**src/rtl/rxq_pkg.sv**
```systemverilog
package rxq_pkg;

    typedef enum logic [1:0] {
        ST_EMPTY = 2'd0,
        ST_PART  = 2'd1,
        ST_FULL  = 2'd2
    } fill_st_e;

    localparam logic [1:0] MODE_FULL = 2'b11;
    localparam logic [1:0] MODE_3Q   = 2'b10;

endpackage

```
**src/rtl/rxq_filter.sv**
```systemverilog
module rxq_filter #(
    parameter int WIDTH = 9
) (
    input  logic [WIDTH-1:0] word_i,
    input  logic             valid_i,
    input  logic             nine_bit_i,
    input  logic             addr_det_i,
    output logic             accept_o,
    output logic [WIDTH-1:0] word_o
);
    localparam int MSB = WIDTH - 1;

    always_comb begin
        word_o = word_i;
        if (!nine_bit_i) begin
            word_o[MSB] = 1'b0;
        end
        accept_o = valid_i && (!(nine_bit_i && addr_det_i) || word_i[MSB]);
    end
endmodule

```
**src/rtl/rxq_fifo.sv**
```systemverilog
module rxq_fifo
    import rxq_pkg::*;
#(
    parameter int DEPTH = 4,
    parameter int WIDTH = 9,
    localparam int PW = (DEPTH > 1) ? $clog2(DEPTH) : 1,
    localparam int CW = $clog2(DEPTH + 1)
) (
    input  logic             clk,
    input  logic             rst_n,
    input  logic             push_i,
    input  logic             pop_i,
    input  logic [WIDTH-1:0] wdata_i,
    output logic [WIDTH-1:0] rdata_o,
    output logic             avail_o,
    output logic             full_o,
    output logic [CW-1:0]    count_next_o
);
    localparam logic [PW-1:0] LAST = PW'(DEPTH - 1);
    localparam logic [CW-1:0] CMAX = CW'(DEPTH);

    logic [WIDTH-1:0] mem [DEPTH];
    logic [PW-1:0]    wr_ptr, rd_ptr;
    logic [CW-1:0]    count_q, count_d;
    fill_st_e         state_q, state_d;
    logic             do_push, do_pop;

    function automatic logic [PW-1:0] bump(input logic [PW-1:0] p);
        return (p == LAST) ? '0 : p + 1'b1;
    endfunction

    assign do_pop  = pop_i && (state_q != ST_EMPTY);
    assign do_push = push_i && ((state_q != ST_FULL) || do_pop);

    always_comb begin
        count_d = count_q;
        unique case ({do_push, do_pop})
            2'b10:   count_d = count_q + 1'b1;
            2'b01:   count_d = count_q - 1'b1;
            default: count_d = count_q;
        endcase
    end
    assign count_next_o = count_d;

    // next-state logic
    always_comb begin
        state_d = state_q;
        unique case (state_q)
            ST_EMPTY: if (do_push) state_d = (count_d == CMAX) ? ST_FULL : ST_PART;
            ST_PART: begin
                if (count_d == CMAX)      state_d = ST_FULL;
                else if (count_d == '0)   state_d = ST_EMPTY;
            end
            ST_FULL:  if (do_pop && !do_push) state_d = (count_d == '0) ? ST_EMPTY : ST_PART;
            default:  state_d = ST_EMPTY;
        endcase
    end

    // state register
    always_ff @(posedge clk) begin
        if (!rst_n) begin
            state_q <= ST_EMPTY;
            count_q <= '0;
            wr_ptr  <= '0;
            rd_ptr  <= '0;
        end else begin
            state_q <= state_d;
            count_q <= count_d;
            if (do_push) wr_ptr <= bump(wr_ptr);
            if (do_pop)  rd_ptr <= bump(rd_ptr);
        end
    end

    always_ff @(posedge clk) begin
        if (do_push) mem[wr_ptr] <= wdata_i;
    end

    // outputs
    always_comb begin
        avail_o = 1'b0;
        full_o  = 1'b0;
        rdata_o = '0;
        unique case (state_q)
            ST_EMPTY: ;
            ST_PART:  begin avail_o = 1'b1; rdata_o = mem[rd_ptr]; end
            ST_FULL:  begin avail_o = 1'b1; full_o = 1'b1; rdata_o = mem[rd_ptr]; end
            default:  ;
        endcase
    end

    p_hold_full_r3: assert property (@(posedge clk) disable iff (!rst_n)
        (state_q == ST_FULL && !pop_i) |=> (state_q == ST_FULL));
    p_empty_read_r10: assert property (@(posedge clk) disable iff (!rst_n)
        (state_q == ST_EMPTY && !push_i) |=> (state_q == ST_EMPTY && rdata_o == '0));
    p_swap_count_r11: assert property (@(posedge clk) disable iff (!rst_n)
        (do_push && do_pop) |=> $stable(count_q));
    p_avail_r12: assert property (@(posedge clk) disable iff (!rst_n)
        avail_o == (count_q != '0));
endmodule

```
**src/rtl/rxq_irq.sv**
```systemverilog
module rxq_irq
    import rxq_pkg::*;
#(
    parameter int DEPTH = 4,
    localparam int CW = $clog2(DEPTH + 1)
) (
    input  logic          clk,
    input  logic          rst_n,
    input  logic [1:0]    mode_i,
    input  logic          push_i,
    input  logic [CW-1:0] count_next_i,
    output logic          irq_o
);
    localparam logic [CW-1:0] LVL_FULL = CW'(DEPTH);
    localparam logic [CW-1:0] LVL_3Q   = CW'((DEPTH * 3) / 4);

    logic fire;

    always_comb begin
        fire = 1'b0;
        if (push_i) begin
            unique case (mode_i)
                MODE_FULL: fire = (count_next_i == LVL_FULL);
                MODE_3Q:   fire = (count_next_i == LVL_3Q);
                default:   fire = 1'b1;
            endcase
        end
    end

    always_ff @(posedge clk) begin
        if (!rst_n) irq_o <= 1'b0;
        else        irq_o <= fire;
    end

    p_full_level_r7: assert property (@(posedge clk) disable iff (!rst_n)
        (push_i && mode_i == MODE_FULL && count_next_i != LVL_FULL) |=> !irq_o);
endmodule

```
**src/rtl/rxq_buffer.sv**
```systemverilog
module rxq_buffer #(
    parameter int DEPTH = 4,
    parameter int WIDTH = 9
) (
    input  logic             clk,
    input  logic             rst_n,
    input  logic [WIDTH-1:0] rx_word,
    input  logic             rx_valid,
    input  logic [1:0]       irq_mode,
    input  logic             nine_bit_en,
    input  logic             addr_det_en,
    input  logic             rd_en,
    output logic [WIDTH-1:0] rd_data,
    output logic             data_avail,
    input  logic             ovr_clr,
    output logic             ovr_flag,
    output logic             irq
);
    localparam int CW = $clog2(DEPTH + 1);

    logic             accept, full, fifo_push, drop;
    logic [WIDTH-1:0] kept_word;
    logic [CW-1:0]    count_next;

    rxq_filter #(.WIDTH(WIDTH)) u_filter (
        .word_i     (rx_word),
        .valid_i    (rx_valid),
        .nine_bit_i (nine_bit_en),
        .addr_det_i (addr_det_en),
        .accept_o   (accept),
        .word_o     (kept_word)
    );

    assign drop      = accept && full && !rd_en;
    assign fifo_push = accept && !drop;

    rxq_fifo #(.DEPTH(DEPTH), .WIDTH(WIDTH)) u_fifo (
        .clk          (clk),
        .rst_n        (rst_n),
        .push_i       (fifo_push),
        .pop_i        (rd_en),
        .wdata_i      (kept_word),
        .rdata_o      (rd_data),
        .avail_o      (data_avail),
        .full_o       (full),
        .count_next_o (count_next)
    );

    rxq_irq #(.DEPTH(DEPTH)) u_irq (
        .clk          (clk),
        .rst_n        (rst_n),
        .mode_i       (irq_mode),
        .push_i       (fifo_push),
        .count_next_i (count_next),
        .irq_o        (irq)
    );

    always_ff @(posedge clk) begin
        if (!rst_n)       ovr_flag <= 1'b0;
        else if (drop)    ovr_flag <= 1'b1;
        else if (ovr_clr) ovr_flag <= 1'b0;
    end

    p_ovr_set_r3: assert property (@(posedge clk) disable iff (!rst_n)
        drop |=> ovr_flag);
    p_ovr_clear_r4: assert property (@(posedge clk) disable iff (!rst_n)
        (ovr_clr && !drop) |=> !ovr_flag);
    p_irq_cause_r5: assert property (@(posedge clk) disable iff (!rst_n)
        irq |-> $past(fifo_push));
    p_addr_filter_r8: assert property (@(posedge clk) disable iff (!rst_n)
        (rx_valid && nine_bit_en && addr_det_en && !rx_word[WIDTH-1]) |-> !fifo_push);
endmodule

```
**config.mk**
```make
export PLATFORM = sky130hd
export DESIGN_NAME = rxq_buffer
export DESIGN_NICKNAME = d
export VERILOG_FILES = /design/src/rtl/rxq_pkg.sv /design/src/rtl/rxq_filter.sv /design/src/rtl/rxq_fifo.sv /design/src/rtl/rxq_irq.sv /design/src/rtl/rxq_buffer.sv
export SDC_FILE = /design/constraint.sdc
export NUM_CORES = 1
export LEC_CHECK = 0
export BUFFER_PORTS_ARGS = -buffer_cell sky130_fd_sc_hd__buf_2
export CELL_PAD_IN_SITES_DETAIL_PLACEMENT = 0
export CELL_PAD_IN_SITES_GLOBAL_PLACEMENT = 1
export CORE_ASPECT_RATIO = 0.6
export CORE_MARGIN = 3
export CORE_UTILIZATION = 40
export CTS_BUF_LIST = sky130_fd_sc_hd__clkbuf_4 sky130_fd_sc_hd__clkbuf_8
export DETAILED_ROUTE_END_ITERATION = 10
export GPL_TIMING_DRIVEN = 1
export PLACE_DENSITY_LB_ADDON = 0.1
export SLEW_MARGIN = 20
export SYNTH_ARGS = -nofsm -noshare
export SYNTH_HDL_FRONTEND = slang
export SYNTH_SLANG_ARGS = --single-unit
export TNS_END_PERCENT = 10
```
**constraint.sdc**
```tcl
create_clock -name clk -period 5.7 [get_ports clk]
set_input_delay 1.14 -clock clk [delete_from_list [all_inputs] [get_ports clk]]
set_output_delay 1.14 -clock clk [all_outputs]
set_load 0.05 [all_outputs]
```
==> metrics.md, run 1 <==
| Metric | Value |
|---|---|
| Fillers | 439 |
| Initial antenna violation count | 0 |
| HP Class | reg2reg |
| Die Ht | 62.7 um |
| DRC Markers | 0 |
| WL/cell | 16.6 um |
| Area Growth Syn to Fin | 14.3% |
| Seq/Total Area, Yosys | 0.625 |
| Pre-CTS WS | 1840 ps |
| Std cell rows | 19 |
| GRT Total Usage | 0.137 |
| Ranking of synthesized cells by area | edfxtp_1, dfxtp_1, mux4_2 |
| Post-DRT Antenna Nets | 0 |
| Max Slew Vio Count | 0 |
| Final Skew | 6.69 ps |
| Placement Cell Area | 2360 um2 |
| Internal power | 0.607 mW |
| Setup crit end kind | register |
| Initial drt markers | 38 |
| Post-Layout Cell Count | 246 |
| Power Total | 0.915 mW |
| PD cells | 373 nW/um2 |
| Via count | 1260 |
| Grt ovf | 0 |
| Post-synthesis mux area share | 0.108 |
| Maximum operating frequency | 274 MHz |
| Final setup fails | 0 |
| Post-Synth Simple-Gate Area | 0.108 |
| First-pass GRT wire length | 6560 um |
| Clk network pwr share | 0.219 |
| Top cell type's share of synthesized area | 0.504 |
| Number of H-tree levels | 2 |
| Synth Warn # | 0 |
| Mapped Nets | 177 |
| CTS Root Cell | clkbuf_8 |
| Final TNS setup | 0 ps |
| CTS tree | built |
| Type of origin of the critical path | input port |
| I/O Pins | 30 |
| Cell variety after synth | 35 |
| Final nets | 211 |
| N_diodes | 0 |
| Initial Utilization | 0.440 |
| Std-Cell Core Area | 4870 um2 |
| Largest net degree at the start of global routing | 15 |
| RSZ-0062 raised after global routing | no |
| Post-DP HPWL | 3020 um |
| Synthesized cell area | 2150 um2 |
| Crit path DAT | 3870 ps |
| Post-Synth XOR/XNOR Area | 0.0122 |
| DR vias/cell | 5.12 |
| Top FF cell, synth | edfxtp_1 |
| Adder-cell share of the synthesized area | 0.0676 |
| TritonCTS Buffers | 5 |
| Count of buffers from port buffering | 29 |
| Asr flop ratio synth | 0 |
| Status | finished, final reports clean |
| Cell accounting for the most synthesized area | edfxtp_1 |
| Skew-Pair Late Insertion Delay | 290 ps |
| Count of flip-flops with a built-in enable after synthesis | 36 |
| Max-Cap Viols | 0 |
| Worst vdd ir | 0.174 mV |
| Die width | 101 um |
| Post-placement cell count | 238 |
| Fin util | 0.503 |
| Net Switching | 0.308 mW |
| Synth top cells by count | edfxtp_1, and2_1, dfxtp_1 |
| PostCTS Resize Cnt | 0 |
| Sw Ratio | 0.337 |
| Post-CTS setup buffers | 0 |
| Syn avg cell area | 14.5 um2 |
| Most numerous cell in the Yosys netlist | edfxtp_1 |
| CTS Buffer Depth | 2 |
| Largest family of logic cells by synthesized area | simple AND/OR/NAND/NOR gates |
| Tmin final | 3650 ps |
| WHS | 510 ps |
| Clock Pin Slew Worst Setup and Hold Paths | 90 ps |
| Post-route clock period utilization | 0.640 |
| CTS sink count | 49 |
| Final hold violation count | 0 |
| Worst EP required | 5920 ps |
| Sequential Power Share | 0.481 |
| 1st-pass router iterations | 4 |
| Die area | 6310 um2 |
| Placer Congestion | 0.746 |
| Share of cells above drive strength 1 | 0.268 |
| Post-Route WL | 4070 um |
| Type of the worst setup path | in2reg |
| Post-Layout Inst Area | 2450 um2 |
| Crit path max fanout | 7 |
| Actual slew at the worst max-slew pin | 633 ps |
| Comb pwr share | 0.300 |
| Compound-Gate Fraction of Synth Area | 0.0531 |
| LEAKAGE | 0.934 nW |
| Max-slew headroom | 0.577 |
| FF+latch count, synth | 49 |
| Hold-fix buffers, CTS | 0 |
| Syn Inst Count | 148 |
| Vias in the first global route | 1298 |
| Worst setup margin | 2050 ps |
[layer usage]
layer / vias up / part of all wire / global-route usage
met3: 4 / 0.045 / 0.0412
met5: - / 0 / 0
li1: 614 / - / -
met1: 616 / 0.50 / 0.198
met2: 26 / 0.45 / 0.205
met4: 0 / 0.0079 / 0.0303
[kinds of logic after synthesis]
family	Yosys count
buffers and inverters	14
AND/OR/NAND/NOR	42
XOR/XNOR	3
AO/OA/AOI/OAI	17
multiplexers	12
flip-flops	49
adder cells (fa/ha/maj)	11
[power groups by stage]
stage	logic (mW)	registers [mW]	clock network, mW
global placement	0.269	0.447	0
finish	0.275	0.440	0.200
global route	0.298	0.446	0.221
CTS	0.275	0.441	0.206
floorplan	0.215	0.437	0
detailed placement	0.272	0.450	0
[cells in the final DEF (no fill, tap or decap), types with 3 or more instances in the layout]
cell type and instances:
clkbuf_8 5, nor2_1 9, dfxtp_1 13, inv_1 11, buf_2 29, mux2i_1 3
edfxtp_1 36, ha_1 10, nand2_1 6, mux4_2 9, and2_1 14, a21oi_1 8
[sequential cells by signal (all words and copies together) (netlist names), named ones only]
register	cells
ovr_flag	1
u_fifo.count_q	3
u_fifo.mem	36
u_fifo.rd_ptr	2
u_fifo.state_q	2
u_fifo.wr_ptr	2
u_irq.irq_o	1
[worst max-delay path: stages]
cell,delay [ps]
buf_2,80
nand3b_1,110
nand2_1,100
a21oi_1,470
inv_1,100
ha_1,230
inv_1,110
fa_1,200
xor2_1,290
o21ai_0,190
a21o_1,220
or4_1,460
a21oi_1,150
[layout make-up]
type,count,area [um2],share of cell area
tap,63,78.8,0.0321
clock inverter,1,7.51,0.00306
inverter,12,45.0,0.0184
timing repair buffer,29,145,0.0592
multi-input combinational,85,751,0.306
sequential,49,1340,0.547
clock buffer,7,83.8,0.0342
[path summary, 6_finish.rpt]
check	start	endpoint	slack (ps)	cells after the start
worst max-delay path	rx_word[8]	u_fifo.state_q[1]	2050	13
worst min register to register	ovr_flag	ovr_flag	510	2
worst max register to register	u_fifo.state_q[0]	u_fifo.state_q[1]	2160	13
worst min-delay path	ovr_flag	ovr_flag	510	2
No activity file was read; power rests on OpenSTA's default activity.
==> run 2: changes to the inputs <==
--- a/config.mk
+++ b/config.mk
@@ -5,6 +5,7 @@
 export SDC_FILE = /design/constraint.sdc
 export NUM_CORES = 1
 export LEC_CHECK = 0
+export ABC_AREA = 1
 export BUFFER_PORTS_ARGS = -buffer_cell sky130_fd_sc_hd__buf_2
 export CELL_PAD_IN_SITES_DETAIL_PLACEMENT = 0
 export CELL_PAD_IN_SITES_GLOBAL_PLACEMENT = 1
==> constraint.sdc (replaced) <==
create_clock -name clk -period 3.5 [get_ports clk]
set_input_delay 0.7 -clock clk [delete_from_list [all_inputs] [get_ports clk]]
set_output_delay 0.7 -clock clk [all_outputs]
set_load 0.05 [all_outputs]
==> metrics.md, run 2 <==
| Metric | Value |
|---|---|
| Hold-fix buffers, CTS | 0 |
| Count of buffers from port buffering | 29 |
| Worst setup margin | 883 ps |
| Sw Ratio | 0.363 |
| First-pass GRT wire length | 7140 um |
| Post-Route WL | 4350 um |
| DRC Markers | 0 |
| Grt ovf | 0 |
| Worst vdd ir | 0.297 mV |
| Max-Cap Viols | 0 |
| Global Route met2 Usage | 0.193 |
| Crit path max fanout | 10 |
| Comb pwr share | 0.333 |
| Std cell rows | 20 |
| Number of H-tree levels | 2 |
| Commonest non-fill, non-tap cell in the layout | nor2_1 |
| Count of flip-flops with a built-in enable after synthesis | 36 |
| Worst EP required | 3710 ps |
| Cell accounting for the most synthesized area | edfxtp_1 |
| Initial Utilization | 0.423 |
| Die Ht | 63.3 um |
| Syn Inst Count | 218 |
| I/O Pins | 30 |
| Largest Register | u_fifo.mem |
| Final hold violation count | 0 |
| Clk network pwr share | 0.271 |
| FF+latch area | 1340 um2 |
| WL/cell | 13.6 um |
| Actual slew at the worst max-slew pin | 885 ps |
| Power Total | 1.75 mW |
| Most frequent cells in the layout | nor2_1, edfxtp_1, buf_2 |
| Die width | 102 um |
| FF+latch count, synth | 49 |
| Flop2flop setup slack | 880 ps |
| Max reg flops | 36 |
| Grt met3 use | 0.0420 |
| Sequential Power Share | 0.396 |
| Fillers | 505 |
| Via count | 1497 |
| Share of cells above drive strength 1 | 0.184 |
| CTS Root Cell | clkbuf_8 |
| Initial drt markers | 81 |
| Synth Warn # | 0 |
| Type of origin of the critical path | register |
| Net Switching | 0.635 mW |
| Largest net degree at the start of global routing | 20 |
| TritonCTS Buffers | 5 |
| Post-DRT Antenna Nets | 0 |
| Synth top cells by count | nor2_1, edfxtp_1, nand2_1 |
| Final Skew | 5.38 ps |
| Std-Cell Core Area | 5180 um2 |
| Area Growth Syn to Fin | 17.1% |
| Internal power | 1.12 mW |
| Clock Pin Slew Worst Setup and Hold Paths | 90 ps |
| N_diodes | 0 |
| Maximum operating frequency | 382 MHz |
| Status | finished, final reports clean |
| Cell variety after synth | 21 |
| RSZ-0062 raised after global routing | no |
| Mapped Nets | 247 |
| GRT met1 Usage | 0.237 |
| Type of the worst setup path | reg2reg |
| LEAKAGE | 1.10 nW |
| Final TNS setup | 0 ps |
| Die area | 6430 um2 |
| CTS tree | built |
| HP Class | reg2reg |
| GRT Total Usage | 0.149 |
| Area of the multi-input gates | 727 um2 |
| Top cell type's share of synthesized area | 0.494 |
| Ranking of synthesized cells by area | edfxtp_1, dfxtp_1, nor2_1 |
| Crit path DAT | 2820 ps |
| Max Slew Vio Count | 0 |
| Registers with the most flip-flops | u_fifo.mem x36, u_fifo.count_q x3 |
| Post-route clock period utilization | 0.748 |
| Asr flop ratio synth | 0 |
| CTS Buffer Depth | 2 |
| Fin util | 0.495 |
| Vias in the first global route | 1421 |
| Post-DP HPWL | 3100 um |
| Final setup fails | 0 |
| Tmin final | 2620 ps |
| CTS sink count | 49 |
| Synthesized cell area | 2190 um2 |
| DR vias/cell | 4.66 |
| PostCTS Resize Cnt | 0 |
| Pre-CTS WS | 826 ps |
| Syn avg cell area | 10.0 um2 |
| Seq/Total Area, Yosys | 0.613 |
| Most numerous cell in the Yosys netlist | nor2_1 |
| Placer Congestion | 0.765 |
| 1st-pass router iterations | 4 |
| Top FF cell, synth | edfxtp_1 |
| Skew-Pair Late Insertion Delay | 300 ps |
| Setup crit end kind | register |
| Busiest grt layer | met1 |
| Initial antenna violation count | 0 |
| Post-CTS setup buffers | 0 |
| PD cells | 683 nW/um2 |
| Max-slew headroom | 0.408 |
| Final nets | 283 |
run 2: cell types whose count changed after synthesis, moves of 9 or more:
cell     delta
mux4_2      -9
and2_1     -14
nand2_1    +22
o21ai_0    +21
inv_1      +14
nor2_1     +40
run 2: area by class of cell:
cell class | instances | area share
clock buffer | 5 | 0.0268
tap | 66 | 0.0322
clock inverter | 3 | 0.0268
multi-input combinational | 138 | 0.283
timing repair buffer | 33 | 0.0683
sequential | 49 | 0.523
inverter | 27 | 0.0395
run 2: final timing paths:
check | from | end | cells after the start
min | ovr_flag | ovr_flag | 2
max | u_fifo.state_q[0] | u_irq.irq_o | 19
min reg2reg | ovr_flag | ovr_flag | 2
max reg2reg | u_fifo.state_q[0] | u_irq.irq_o | 19
run 2: kinds of logic after synthesis:
group / Yosys count / share of synthesized area
flip-flops: 49 / 0.613
AO/OA/AOI/OAI: 38 / 0.0903
adder cells (fa/ha/maj): 11 / 0.0663
buffers and inverters: 31 / 0.0554
AND/OR/NAND/NOR: 89 / 0.175
run 2: metal layers:
metal	routed length, um	vias to the layer above
li1	-	787
met1	2370	679
met2	1720	27
met3	227	4
met4	34	0
met5	0	-
run 2: power by group through the flow:
stage / Clock (mW) / Combinational, mW / Sequential [mW]
after floorplan: 0 / 0.442 / 0.706
after global placement: 0 / 0.592 / 0.706
after detailed placement: 0 / 0.589 / 0.707
after CTS: 0.486 / 0.591 / 0.694
after global routing: 0.512 / 0.651 / 0.699
final: 0.474 / 0.583 / 0.693
run 2: metrics by stage:
stage               hold WS (ps)  instance area, um2  instances
global placement             459                2430        313
global route                 520                2560        321
detailed placement           469                2430        313
floorplan                    478                2190        218
finish                       477                2560        321
CTS                          482                2560        321
run 2: critical path, stage by stage (launching register included):
cell,delay (ps)
dfxtp_1,390
inv_1,80
ha_1,240
inv_1,80
nand2_2,70
nand2_2,80
nand3_4,110
ha_1,220
inv_1,120
fa_1,420
nand2_1,90
nand2_1,70
nand2_1,90
inv_1,60
nand2_1,120
nand2_1,60
o21ai_0,70
nand2_1,60
nand2_1,70
inv_1,40
